==> src/rtl/pmc_pkg.sv <==
`timescale 1ns/1ps
package pmc_pkg;
  localparam int CMD_W   = 32;
  localparam int OPC_W   = 2;
  localparam int SLV_W   = 5;
  localparam int BCNT_W  = 8;
  localparam int RADDR_W = 16;
  localparam int ST_W    = 3;
  localparam int OVR_BIT = 8;

  localparam int OFS_CMD   = 0;
  localparam int OFS_WDATA = 1;
  localparam int OFS_RDATA = 2;
  localparam int OFS_STAT  = 3;
  localparam int OFS_READY = 4;
  localparam int OFS_INIT  = 5;

  typedef enum logic [ST_W-1:0] {
    ST_IDLE     = 3'd0,
    ST_WAIT_BE  = 3'd1,
    ST_WAIT_CLR = 3'd2
  } chan_state_e;

  typedef struct packed {
    logic [OPC_W-1:0]   opc;
    logic               wr;
    logic [SLV_W-1:0]   slv;
    logic [BCNT_W-1:0]  bcnt;
    logic [RADDR_W-1:0] addr;
  } cmd_word_t;
endpackage

==> src/rtl/pmc_rst_sync.sv <==
`timescale 1ns/1ps
module pmc_rst_sync #(
  parameter int STAGES = 2
) (
  input  logic clk,
  input  logic rst_n,
  output logic rst_sync_n
);
  logic [STAGES-1:0] sync_q;

  always_ff @(posedge clk or negedge rst_n) begin
    if (!rst_n) sync_q <= '0;
    else        sync_q <= {sync_q[STAGES-2:0], 1'b1};
  end

  assign rst_sync_n = sync_q[STAGES-1];
endmodule

==> src/rtl/pmc_chan_fsm.sv <==
`timescale 1ns/1ps
module pmc_chan_fsm
  import pmc_pkg::*;
#(
  parameter int DATA_W = 32
) (
  input  logic              clk,
  input  logic              rst_n,
  input  logic              cmd_wr,
  input  cmd_word_t         cmd_in,
  input  logic [DATA_W-1:0] wdata_in,
  input  logic              rdy_wr,
  input  logic              be_ack,
  input  logic              be_rvalid,
  input  logic [DATA_W-1:0] be_rdata,
  output chan_state_e       state,
  output logic              be_req,
  output cmd_word_t         cmd_q,
  output logic [DATA_W-1:0] be_wdata,
  output logic [DATA_W-1:0] rdata_q
);
  chan_state_e       state_q, state_d;
  logic              cmd_en, cap_en;
  logic [DATA_W-1:0] wdq;

  always_comb begin
    state_d = state_q;
    cmd_en  = 1'b0;
    cap_en  = 1'b0;
    case (state_q)
      ST_IDLE: begin
        if (cmd_wr) begin
          state_d = ST_WAIT_BE;
          cmd_en  = 1'b1;
        end
      end
      ST_WAIT_BE: begin
        if (be_ack) begin
          if (cmd_q.wr) begin
            state_d = ST_IDLE;
          end else if (be_rvalid) begin
            state_d = ST_WAIT_CLR;
            cap_en  = 1'b1;
          end
        end
      end
      ST_WAIT_CLR: begin
        if (rdy_wr) state_d = ST_IDLE;
      end
      default: state_d = ST_IDLE;
    endcase
  end

  always_ff @(posedge clk or negedge rst_n) begin
    if (!rst_n) state_q <= ST_IDLE;
    else        state_q <= state_d;
  end

  always_ff @(posedge clk or negedge rst_n) begin
    if (!rst_n) begin
      cmd_q <= '0;
      wdq   <= '0;
    end else if (cmd_en) begin
      cmd_q <= cmd_in;
      wdq   <= wdata_in;
    end
  end

  always_ff @(posedge clk or negedge rst_n) begin
    if (!rst_n)      rdata_q <= '0;
    else if (cap_en) rdata_q <= be_rdata;
  end

  assign state    = state_q;
  assign be_req   = (state_q == ST_WAIT_BE);
  assign be_wdata = wdq;

  // request held with stable fields until acknowledged
  p_req_hold_r4: assert property (@(posedge clk) disable iff (!rst_n)
    be_req && !be_ack |=> be_req && $stable(cmd_q) && $stable(be_wdata));

  // write completes on acknowledge
  p_write_done_r4: assert property (@(posedge clk) disable iff (!rst_n)
    be_req && be_ack && cmd_q.wr |=> state_q == ST_IDLE);

  // read acknowledge with data captures and parks
  p_read_cap_r5: assert property (@(posedge clk) disable iff (!rst_n)
    be_req && be_ack && be_rvalid && !cmd_q.wr
    |=> state_q == ST_WAIT_CLR && rdata_q == $past(be_rdata));

  // ready write releases the parked read
  p_release_r6: assert property (@(posedge clk) disable iff (!rst_n)
    state_q == ST_WAIT_CLR && rdy_wr |=> state_q == ST_IDLE && $stable(rdata_q));

  // without a ready write the channel stays parked
  p_park_r7: assert property (@(posedge clk) disable iff (!rst_n)
    state_q == ST_WAIT_CLR && !rdy_wr |=> state_q == ST_WAIT_CLR);
endmodule

==> src/rtl/pmc_host_regs.sv <==
`timescale 1ns/1ps
module pmc_host_regs
  import pmc_pkg::*;
#(
  parameter int ADDR_W = 3,
  parameter int DATA_W = 32
) (
  input  logic              clk,
  input  logic              rst_n,
  input  logic              host_wr,
  input  logic [ADDR_W-1:0] host_addr,
  input  logic [DATA_W-1:0] host_wdata,
  input  chan_state_e       state,
  input  cmd_word_t         cmd_q,
  input  logic [DATA_W-1:0] rdata_q,
  input  logic              be_init_done,
  output logic              cmd_wr,
  output cmd_word_t         cmd_in,
  output logic [DATA_W-1:0] wdata_q,
  output logic              rdy_wr,
  output logic [DATA_W-1:0] host_rdata
);
  logic ovr_q, ovr_d, ovr_en;
  logic init_q;
  logic wdata_en, busy, stat_wr;

  assign busy     = (state != ST_IDLE);
  assign cmd_wr   = host_wr && (host_addr == ADDR_W'(OFS_CMD));
  assign wdata_en = host_wr && (host_addr == ADDR_W'(OFS_WDATA));
  assign stat_wr  = host_wr && (host_addr == ADDR_W'(OFS_STAT));
  assign rdy_wr   = host_wr && (host_addr == ADDR_W'(OFS_READY)) && host_wdata[0];
  assign cmd_in   = cmd_word_t'(host_wdata[CMD_W-1:0]);

  always_comb begin
    ovr_en = 1'b0;
    ovr_d  = ovr_q;
    if (cmd_wr && busy) begin
      ovr_en = 1'b1;
      ovr_d  = 1'b1;
    end else if (stat_wr && host_wdata[OVR_BIT]) begin
      ovr_en = 1'b1;
      ovr_d  = 1'b0;
    end
  end

  always_ff @(posedge clk or negedge rst_n) begin
    if (!rst_n)      ovr_q <= 1'b0;
    else if (ovr_en) ovr_q <= ovr_d;
  end

  always_ff @(posedge clk or negedge rst_n) begin
    if (!rst_n)        wdata_q <= '0;
    else if (wdata_en) wdata_q <= host_wdata;
  end

  always_ff @(posedge clk or negedge rst_n) begin
    if (!rst_n) init_q <= 1'b0;
    else        init_q <= be_init_done;
  end

  always_comb begin
    host_rdata = '0;
    case (host_addr)
      ADDR_W'(OFS_CMD):   host_rdata[CMD_W-1:0] = cmd_q;
      ADDR_W'(OFS_WDATA): host_rdata = wdata_q;
      ADDR_W'(OFS_RDATA): host_rdata = rdata_q;
      ADDR_W'(OFS_STAT): begin
        host_rdata[ST_W-1:0] = state;
        host_rdata[OVR_BIT]  = ovr_q;
      end
      ADDR_W'(OFS_INIT):  host_rdata[0] = init_q;
      default:            host_rdata = '0;
    endcase
  end

  // a command while busy raises the sticky overrun flag
  p_overrun_set_r8: assert property (@(posedge clk) disable iff (!rst_n)
    cmd_wr && busy |=> ovr_q);

  // the flag holds without a clearing write
  p_overrun_sticky_r8: assert property (@(posedge clk) disable iff (!rst_n)
    ovr_q && !stat_wr |=> ovr_q);
endmodule

==> src/rtl/pmic_cmd_channel.sv <==
`timescale 1ns/1ps
module pmic_cmd_channel
  import pmc_pkg::*;
#(
  parameter int ADDR_W = 3,
  parameter int DATA_W = 32
) (
  input  logic                clk,
  input  logic                rst_n,
  input  logic                host_wr,
  input  logic [ADDR_W-1:0]   host_addr,
  input  logic [DATA_W-1:0]   host_wdata,
  output logic [DATA_W-1:0]   host_rdata,
  output logic                be_req,
  output logic [OPC_W-1:0]    be_opc,
  output logic                be_write,
  output logic [SLV_W-1:0]    be_slave,
  output logic [BCNT_W-1:0]   be_bcnt,
  output logic [RADDR_W-1:0]  be_addr,
  output logic [DATA_W-1:0]   be_wdata,
  input  logic                be_ack,
  input  logic                be_rvalid,
  input  logic [DATA_W-1:0]   be_rdata,
  input  logic                be_init_done
);
  logic              rst_sync_n;
  logic              cmd_wr, rdy_wr;
  cmd_word_t         cmd_in, cmd_q;
  logic [DATA_W-1:0] wdata_q, rdata_q;
  chan_state_e       state;

  pmc_rst_sync #(.STAGES(2)) u_rst (
    .clk        (clk),
    .rst_n      (rst_n),
    .rst_sync_n (rst_sync_n)
  );

  pmc_host_regs #(.ADDR_W(ADDR_W), .DATA_W(DATA_W)) u_regs (
    .clk          (clk),
    .rst_n        (rst_sync_n),
    .host_wr      (host_wr),
    .host_addr    (host_addr),
    .host_wdata   (host_wdata),
    .state        (state),
    .cmd_q        (cmd_q),
    .rdata_q      (rdata_q),
    .be_init_done (be_init_done),
    .cmd_wr       (cmd_wr),
    .cmd_in       (cmd_in),
    .wdata_q      (wdata_q),
    .rdy_wr       (rdy_wr),
    .host_rdata   (host_rdata)
  );

  pmc_chan_fsm #(.DATA_W(DATA_W)) u_fsm (
    .clk       (clk),
    .rst_n     (rst_sync_n),
    .cmd_wr    (cmd_wr),
    .cmd_in    (cmd_in),
    .wdata_in  (wdata_q),
    .rdy_wr    (rdy_wr),
    .be_ack    (be_ack),
    .be_rvalid (be_rvalid),
    .be_rdata  (be_rdata),
    .state     (state),
    .be_req    (be_req),
    .cmd_q     (cmd_q),
    .be_wdata  (be_wdata),
    .rdata_q   (rdata_q)
  );

  assign be_opc   = cmd_q.opc;
  assign be_write = cmd_q.wr;
  assign be_slave = cmd_q.slv;
  assign be_bcnt  = cmd_q.bcnt;
  assign be_addr  = cmd_q.addr;
endmodule

==> config.mk <==
export PLATFORM = sky130hd
export DESIGN_NAME = pmic_cmd_channel
export DESIGN_NICKNAME = d
export VERILOG_FILES = /design/src/rtl/pmc_pkg.sv /design/src/rtl/pmc_rst_sync.sv /design/src/rtl/pmc_chan_fsm.sv /design/src/rtl/pmc_host_regs.sv /design/src/rtl/pmic_cmd_channel.sv
export SDC_FILE = /design/constraint.sdc
export NUM_CORES = 1
export LEC_CHECK = 0
export BUFFER_PORTS_ARGS = -buffer_cell sky130_fd_sc_hd__buf_2
export CAP_MARGIN = 20
export CELL_PAD_IN_SITES_DETAIL_PLACEMENT = 1
export CELL_PAD_IN_SITES_GLOBAL_PLACEMENT = 1
export CORE_AREA = 2 2 131 133
export CTS_CLUSTER_DIAMETER = 150
export CTS_CLUSTER_SIZE = 25
export DETAILED_ROUTE_END_ITERATION = 16
export DIE_AREA = 0 0 133 135
export PLACE_DENSITY_LB_ADDON = 0.12
export SLEW_MARGIN = 30
export SYNTH_ARGS = -nofsm -noshare
export SYNTH_HDL_FRONTEND = slang
export SYNTH_SLANG_ARGS = --single-unit
==> constraint.sdc <==
create_clock -name clk -period 4.3 [get_ports clk]
set_input_delay 0.215 -clock clk [delete_from_list [all_inputs] [get_ports clk]]
set_output_delay 0.215 -clock clk [all_outputs]
set_load 0.02 [all_outputs]
==> results of run 1 <==
[cells by family (layout without fill, tap and decap cells)]
family	count (synthesis)	after routing	synth area share, %
buffers and inverters	31	211	4.06
DFF	134	134	53.9
other	1	1	0.0603
and+or+nand+nor	77	77	6.68
AOI/OAI and AO/OA	34	34	2.88
muxes	161	161	32.4
[sequential cells by signal, summed over array words and instances, names as in the netlist]
| register | flops |
|---|---|
| u_fsm.be_wdata | 32 |
| u_fsm.rdata_q | 32 |
| u_regs.wdata_q | 32 |
| u_fsm.state | 2 |
| u_fsm.cmd_q | 32 |
| u_regs.init_q | 1 |
| u_rst.sync_q | 2 |
| u_regs.ovr_q | 1 |
[cells in the final DEF, fill, tap and decap left out, drive strengths merged, types with 2 or more instances in the layout]
master         n
nand2         32
a21oi         29
bufinv         2
or2           29
clkbuf        20
o21ai          3
nor2           3
clkinv         6
buf          175
nand3          3
mux2i         31
dfrtp        134
dlygate4sd3    3
mux2         128
mux4           2
clkinvlp       4
nor2b          6
[metrics by stage]
step | hold slack, ps | utilization (%)
2_1_floorplan | -80.6 | -
3_3_place_gp | -0.0712 | 43.6
3_5_place_dp | 3.80 | 43.6
4_1_cts | 1.69 | 47.4
5_1_grt | 6.57 | 47.4
6_report | 25.3 | 47.4
[per-layer routing]
| layer | vias up | wire, um |
|---|---|---|
| met5 | - | 0 |
| met3 | 14 | 748 |
| li1 | 1857 | - |
| met1 | 2046 | 7080 |
| met4 | 0 | 195 |
| met2 | 109 | 7930 |
[critical path: stages]
cell and delay [ps]:
buf_2 530, nor2b_2 430, buf_4 380, nand2_1 100, a21oi_1 190, buf_2 200
[Yosys cell counts, drive strengths merged]
master / number / area share (%)
a21oi: 29 / 2.3
a311o: 1 / 0.16
a31o: 1 / 0.14
and3: 1 / 0.10
and4b: 1 / 0.16
buf: 23 / 3.6
clkbuf: 7 / 0.42
conb: 1 / 0.060
dfrtp: 134 / 54
inv: 1 / 0.060
mux2: 128 / 27
mux2i: 31 / 5.0
mux4: 2 / 0.72
nand2: 32 / 1.9
nand2b: 1 / 0.10
nand3: 3 / 0.32
nor2: 3 / 0.22
nor2b: 6 / 0.85
nor3: 1 / 0.080
o21ai: 3 / 0.24
or2: 29 / 2.9
[cell type report]
class / instances / area, sq um / area share [%]
Sequential cell: 134 / 3360 / 43.1
Timing Repair Buffer: 178 / 921 / 11.8
Inverter: 1 / 3.75 / 0.0482
Tap cell: 220 / 275 / 3.54
Clock buffer: 20 / 467 / 6.00
Clock inverter: 12 / 128 / 1.64
Multi-Input combinational cell: 273 / 2630 / 33.8
[power groups by stage]
stage / sequential, mW / clock [mW] / combinational, mW
finish: 2.15 / 1.45 / 1.79
global route: 2.24 / 1.55 / 1.91
CTS: 2.16 / 1.49 / 1.82
detailed placement: 2.18 / 0 / 1.81
global placement: 2.15 / 0 / 1.77
floorplan: 2.45 / 0 / 0.900
[what timing repair did]
| item | 4_1_cts | 5_1_grt |
|---|---|---|
| hold buffers | 3 | 0 |
| gates resized for setup | 0 | 0 |
| endpoints found under the hold margin | 4 | 0 |
[final timing paths]
path	end	depth (start not counted)
max in group asynchronous	u_fsm.cmd_q[22]	1
hold reg to reg	u_rst.sync_q[1]	0
setup / recovery	host_rdata[6]	6
setup reg to reg	u_fsm.be_wdata[22]	4
hold / removal	u_fsm.rdata_q[30]	2
min in group asynchronous	u_rst.sync_q[1]	2
==> results_dict.tcl, run 1 <==
set metrics [dict create \
    diodes 0 \
    placeableCoreArea_sq_um 16400 \
    routed_wire_length_per_instance_um 19.0 \
    final_net_count 678 \
    area_growth_pct 25.2 \
    power.internal_mw 3.59 \
    die_area_sq_um 18000 \
    overall_global_routing_resource_usage_pct 18.7 \
    required_ps 4090 \
    initial_antenna_violation_count 0 \
    final.setup.tns_ps 0 \
    stdcell_area_sq_um 7780 \
    yosysSeqAreaShare_pct 53.9 \
    reg2reg_setup_slack_ps 2100 \
    power.switching_mw 1.80 \
    fin_total_pwr_mw 5.39 \
    grt_pass1_wl_mm 25.4 \
    cp-startpoint "host_addr[1]" \
    fillCellCount 1742 \
    post_synth_num_cell_types 28 \
    drc 0 \
    postPlaceCellArea_sq_um 7150 \
    clock_path_buffers 2 \
    timing.hold.worst.class "in -> reg" \
    report.final.slew_viol_count 0 \
    post_cts_buffers 0 \
    die_w_um 133 \
    worst_setup_hold_path_clk_slew_ps 60 \
    average_size_of_a_mapped_cell_sq_um 14.2 \
    layout-drive-gt1-share_pct 60.0 \
    final_period_minus_worst_setup_slack_ps 2280 \
    power-per-cell-area_nw_per_um2 693 \
    drt-total-wl_mm 16.0 \
    place.gp.congestion 0.730 \
    grt_setup_unrepaired "false" \
    drt_first_pass_iters 5 \
    detailed_placement_wirelength_estimate_mm 10.7 \
    dp_slack_ps 1820 \
    clock_power_share_pct 26.8 \
    h_tree_level_count 4 \
    post-place-cells 803 \
    worstMarginPinSlew_ps 851 \
    use_met3_pct 4.80 \
    groute.layer.met2.usage_pct 31.8 \
    vdd_ir_drop_max_uv 280 \
    max_freq_ghz 0.439 \
    route.detailed.vias_per_inst 4.80 \
    combinationalPowerShare_pct 33.2 \
    p_leak_nw 3.89 \
    worstReg2RegStart "u_fsm.state[1]" \
    timing.final.ws_setup_ps 2020 \
    synthesis.yosys.warnings 0 \
    critPathMaxFanout 36 \
    grt.met1_usage_pct 23.3 \
    dr.first_iter.drc_count 125 \
    relSlewSlack_pct 43.3 \
    criticalPathCategory "in -> out" \
    status "finished clean" \
    insertion_delay_ps 420 \
    finalSetupViolCount 0 \
    largest_net_degree_at_the_start_of_global_routing 64 \
    post_route_clock_period_utilization_pct 53.0 \
    syn_nets 511 \
    maxCapViolCount 0 \
    clock_tree_from_tritoncts "done" \
    power_frac_seq_pct 40.0 \
    via_count_of_the_first_global_routing_pass 4425 \
    arrival_ps 2060 \
    synth_seq_cells 134 \
    critPathCaptureType "output pin" \
    routed-via-count 4026 \
    timing.critical_path.from_type "input port" \
    syn_area_sq_um 6220 \
    synth_cells 438 \
    cts_sinks 134 \
    num_rows 47 \
    die_y_um 135 \
    cts_buffers 17 \
    final_cell_count_no_fill 838 \
    initial_core_util_pct 37.9 \
    port_buffers 169 \
    hold_violations 0 \
    global_route.peak_usage_layer "met2" \
    final.setup_skew_ps 9.57 \
    cts.root.buffer_cell "clkbuf_16" \
    gr-total-overflow 0 \
    io_pins 170 \
    min-delay-start "be_rdata[30]" \
    drtAntennaViolNets 0 \
    switching_share_pct 33.4 \
]
No activity file was read; power rests on OpenSTA's default activity.
==> inputs of run 2 (changes only) <==
- ABC_AREA: not set -> 1
- CORE_AREA: 2 2 131 133 -> 2 2 135 137
- DIE_AREA: 0 0 133 135 -> 0 0 137 139
- clock period: 4.3 -> 2 ns (I/O delays scaled with it)
==> run 2 against run 1 <==
- via count grew 43%
- synthesized cell count is 68% higher
- critical path depth up 4
- count of clock-buffer cells in the layout is 1 higher
- core utilization fell by 0.69 points
- power is 110% higher
- final cell count increased by 44%
- sequential share of layout area fell by 2.5 points
- critical endpoint is now host_rdata[1]
- final area rose by 6.0%
- sequential power up 110%
==> results_dict.tcl, run 2 <==
set metrics [dict create \
    status "finished clean" \
    finalSetupViolCount 0 \
    ys_top_cells_by_area "dfrtp_1 57%, nand2_1 27%, nand3_1 5.4%, o21ai_0 2.2%, buf_6 1.5%" \
    stdcell_area_sq_um 8250 \
    cp_cell_instances "buf_2 -> inv_2 -> nand2_2 -> inv_2 -> buf_12 -> nand2_1 -> nand2_1 -> inv_1 -> nand2_1 -> buf_2" \
    gr-total-overflow 0 \
    timing.critical_path.from_type "input port" \
    die_area_sq_um 19000 \
    routed-via-count 5745 \
    dominantRegCellSynth "dfrtp_1" \
    dr.first_iter.drc_count 332 \
    clock_path_buffers 2 \
    criticalPathCategory "in -> out" \
    synthDominantCellAreaShare_pct 57.0 \
    drt-total-wl_mm 20.2 \
    main_combinational_cell_family_by_area_after_synthesis "simple AND/OR/NAND/NOR gates" \
    io_pins 170 \
    post_route_clock_period_utilization_pct 75.5 \
    cts.root.buffer_cell "clkbuf_16" \
    yosysSeqAreaShare_pct 57.0 \
    diodes 0 \
    critPathMaxFanout 17 \
    num_rows 49 \
    synth_area_in_compound_gates_pct 3.28 \
    cts_buffers 17 \
    synth_seq_cells 134 \
    critPathCaptureType "output pin" \
    number_of_enable_flip_flop_cells_after_synthesis 0 \
    timing.critical_path.mode_cell "nand2_1" \
    post_cts_buffers 0 \
    synth_top_cell_by_area "dfrtp_1" \
    dp_slack_ps 474 \
    post_synth_xor_area_fraction_pct 0 \
    layout-drive-gt1-share_pct 23.1 \
    groute.layer.met2.usage_pct 35.1 \
    critPathSlowestCell "inv_2" \
    post_synth_num_cell_types 22 \
    final_net_count 1037 \
    timing.hold.worst.class "in -> reg" \
    grt.met1_usage_pct 31.7 \
    syn_nets 807 \
    postPlaceCellArea_sq_um 6980 \
    post_synthesis_async_set_or_reset_flop_share_pct 100 \
    report.final.slew_viol_count 0 \
    synth_top_cells_by_count "428 x nand2_1, 134 x dfrtp_1, 63 x nand3_1, 26 x o21ai_0, 19 x clkbuf_1" \
    drc 0 \
    layout_common_cells "428 x nand2_1, 169 x buf_2, 133 x dfrtp_1, 69 x dlygate4sd3_1, 63 x nand3_1" \
    fillCellCount 2156 \
    drt_first_pass_iters 4 \
    muxShareOfSynthArea_pct 0 \
    post-place-cells 1105 \
    maxCapViolCount 0 \
    use_met3_pct 3.65 \
    ctsResizeCount 0 \
    final.hold.worst_slack_ps 95.2 \
    slowest_delay_ps 330 \
    max_freq_ghz 0.662 \
    die_y_um 139 \
    cts_sinks 134 \
    route.detailed.vias_per_inst 4.77 \
    grt_setup_unrepaired "false" \
    global_route.peak_usage_layer "met2" \
    final.setup.tns_ps 0 \
    p_leak_nw 4.52 \
    post_cts_hold_buffer_count 69 \
    largest_net_degree_at_the_start_of_global_routing 68 \
    overall_global_routing_resource_usage_pct 22.3 \
    vdd_ir_drop_max_uv 619 \
    most_numerous_cell_in_the_yosys_netlist "nand2_1" \
    die_w_um 137 \
    synth-adder-area-share_pct 0 \
    required_ps 1900 \
    synth_cells 734 \
    placeableCoreArea_sq_um 17700 \
    final_cell_count_no_fill 1205 \
    grt_pass1_wl_mm 33.0 \
    final.setup_skew_ps 7.40 \
    worst_setup_hold_path_clk_slew_ps 60 \
    port_buffers 169 \
    initial_antenna_violation_count 0 \
    detailed_placement_wirelength_estimate_mm 13.2 \
    via_count_of_the_first_global_routing_pass 6105 \
    drtAntennaViolNets 0 \
    mostFrequentLayoutCell "nand2_1" \
    area_growth_pct 40.3 \
    insertion_delay_ps 420 \
    power-per-cell-area_nw_per_um2 1340 \
    hold_violations 0 \
    clock_tree_from_tritoncts "done" \
    synthesis.yosys.warnings 0 \
    final_period_minus_worst_setup_slack_ps 1510 \
    synth_simple_gate_area_share_pct 34.7 \
    average_size_of_a_mapped_cell_sq_um 8.02 \
    place.gp.congestion 0.822 \
    arrival_ps 1410 \
    timing.final.ws_setup_ps 489 \
    routed_wire_length_per_instance_um 16.8 \
    initial_core_util_pct 33.3 \
    syn_area_sq_um 5880 \
    h_tree_level_count 4 \
]
-- run 2: cell count changes after synthesis, moves of 27 or more --
cell / before / now
mux2_2: 66 / 0
nand3_1: 2 / 63
nand2_1: 32 / 428
or2_2: 29 / 0
mux2i_1: 31 / 0
mux2_4: 58 / 0
a21oi_1: 29 / 2
-- run 2: logic make-up after synthesis --
group | Yosys count
other | 1
AND/OR/NAND/NOR | 508
AO/OA/AOI/OAI | 38
flip-flops | 134
buffers and inverters | 53
-- run 2: area by class of cell --
class | instances | area, sq um | area share [%]
Sequential cell | 134 | 3360 | 40.7
Clock buffer | 21 | 450 | 5.46
Multi-Input combinational cell | 547 | 2250 | 27.3
Clock inverter | 10 | 130 | 1.58
Timing Repair Buffer | 253 | 1740 | 21.0
Tap cell | 229 | 287 | 3.47
Inverter | 11 | 41.3 | 0.500
-- run 2: worst paths after layout --
check	from	end	slack (ps)	depth (start not counted)
worst max-delay path	host_addr[2]	host_rdata[1]	490	10
worst min-delay path	host_addr[2]	u_fsm.state[1]	100	4
worst max register to register	u_fsm.state[0]	u_fsm.rdata_q[10]	530	7
worst min register to register	u_rst.sync_q[1]	u_regs.init_q	350	1
max in group asynchronous	u_rst.sync_q[1]	u_fsm.rdata_q[20]	1290	1
min in group asynchronous	u_rst.sync_q[1]	u_regs.init_q	350	1
-- run 2: power by group --
part           switching [mW]  internal [mW]
sequential              0.741           3.77
combinational            2.23           1.18
clock                    1.18           1.97
-- run 2: critical path, delay by kind of cell --
kind	cells	cell delay, ps
buffers and inverters	6	1020
and+or+nand+nor	4	280
-- run 2: metal layers --
layer | vias up | part of all wire, %
met2 | 141 | 46
met4 | 0 | 1.4
met1 | 2827 | 49
met5 | - | 0
li1 | 2756 | -
met3 | 21 | 3.6
-- run 2: metrics by stage --
| step | util [%] | total power, mW |
|---|---|---|
| 5_1_grt | 46.7 | 11.8 |
| 3_3_place_gp | 39.5 | 7.75 |
| 4_1_cts | 46.7 | 11.2 |
| 6_report | 46.7 | 11.1 |
| 3_5_place_dp | 39.5 | 7.88 |
| 2_1_floorplan | - | 6.44 |
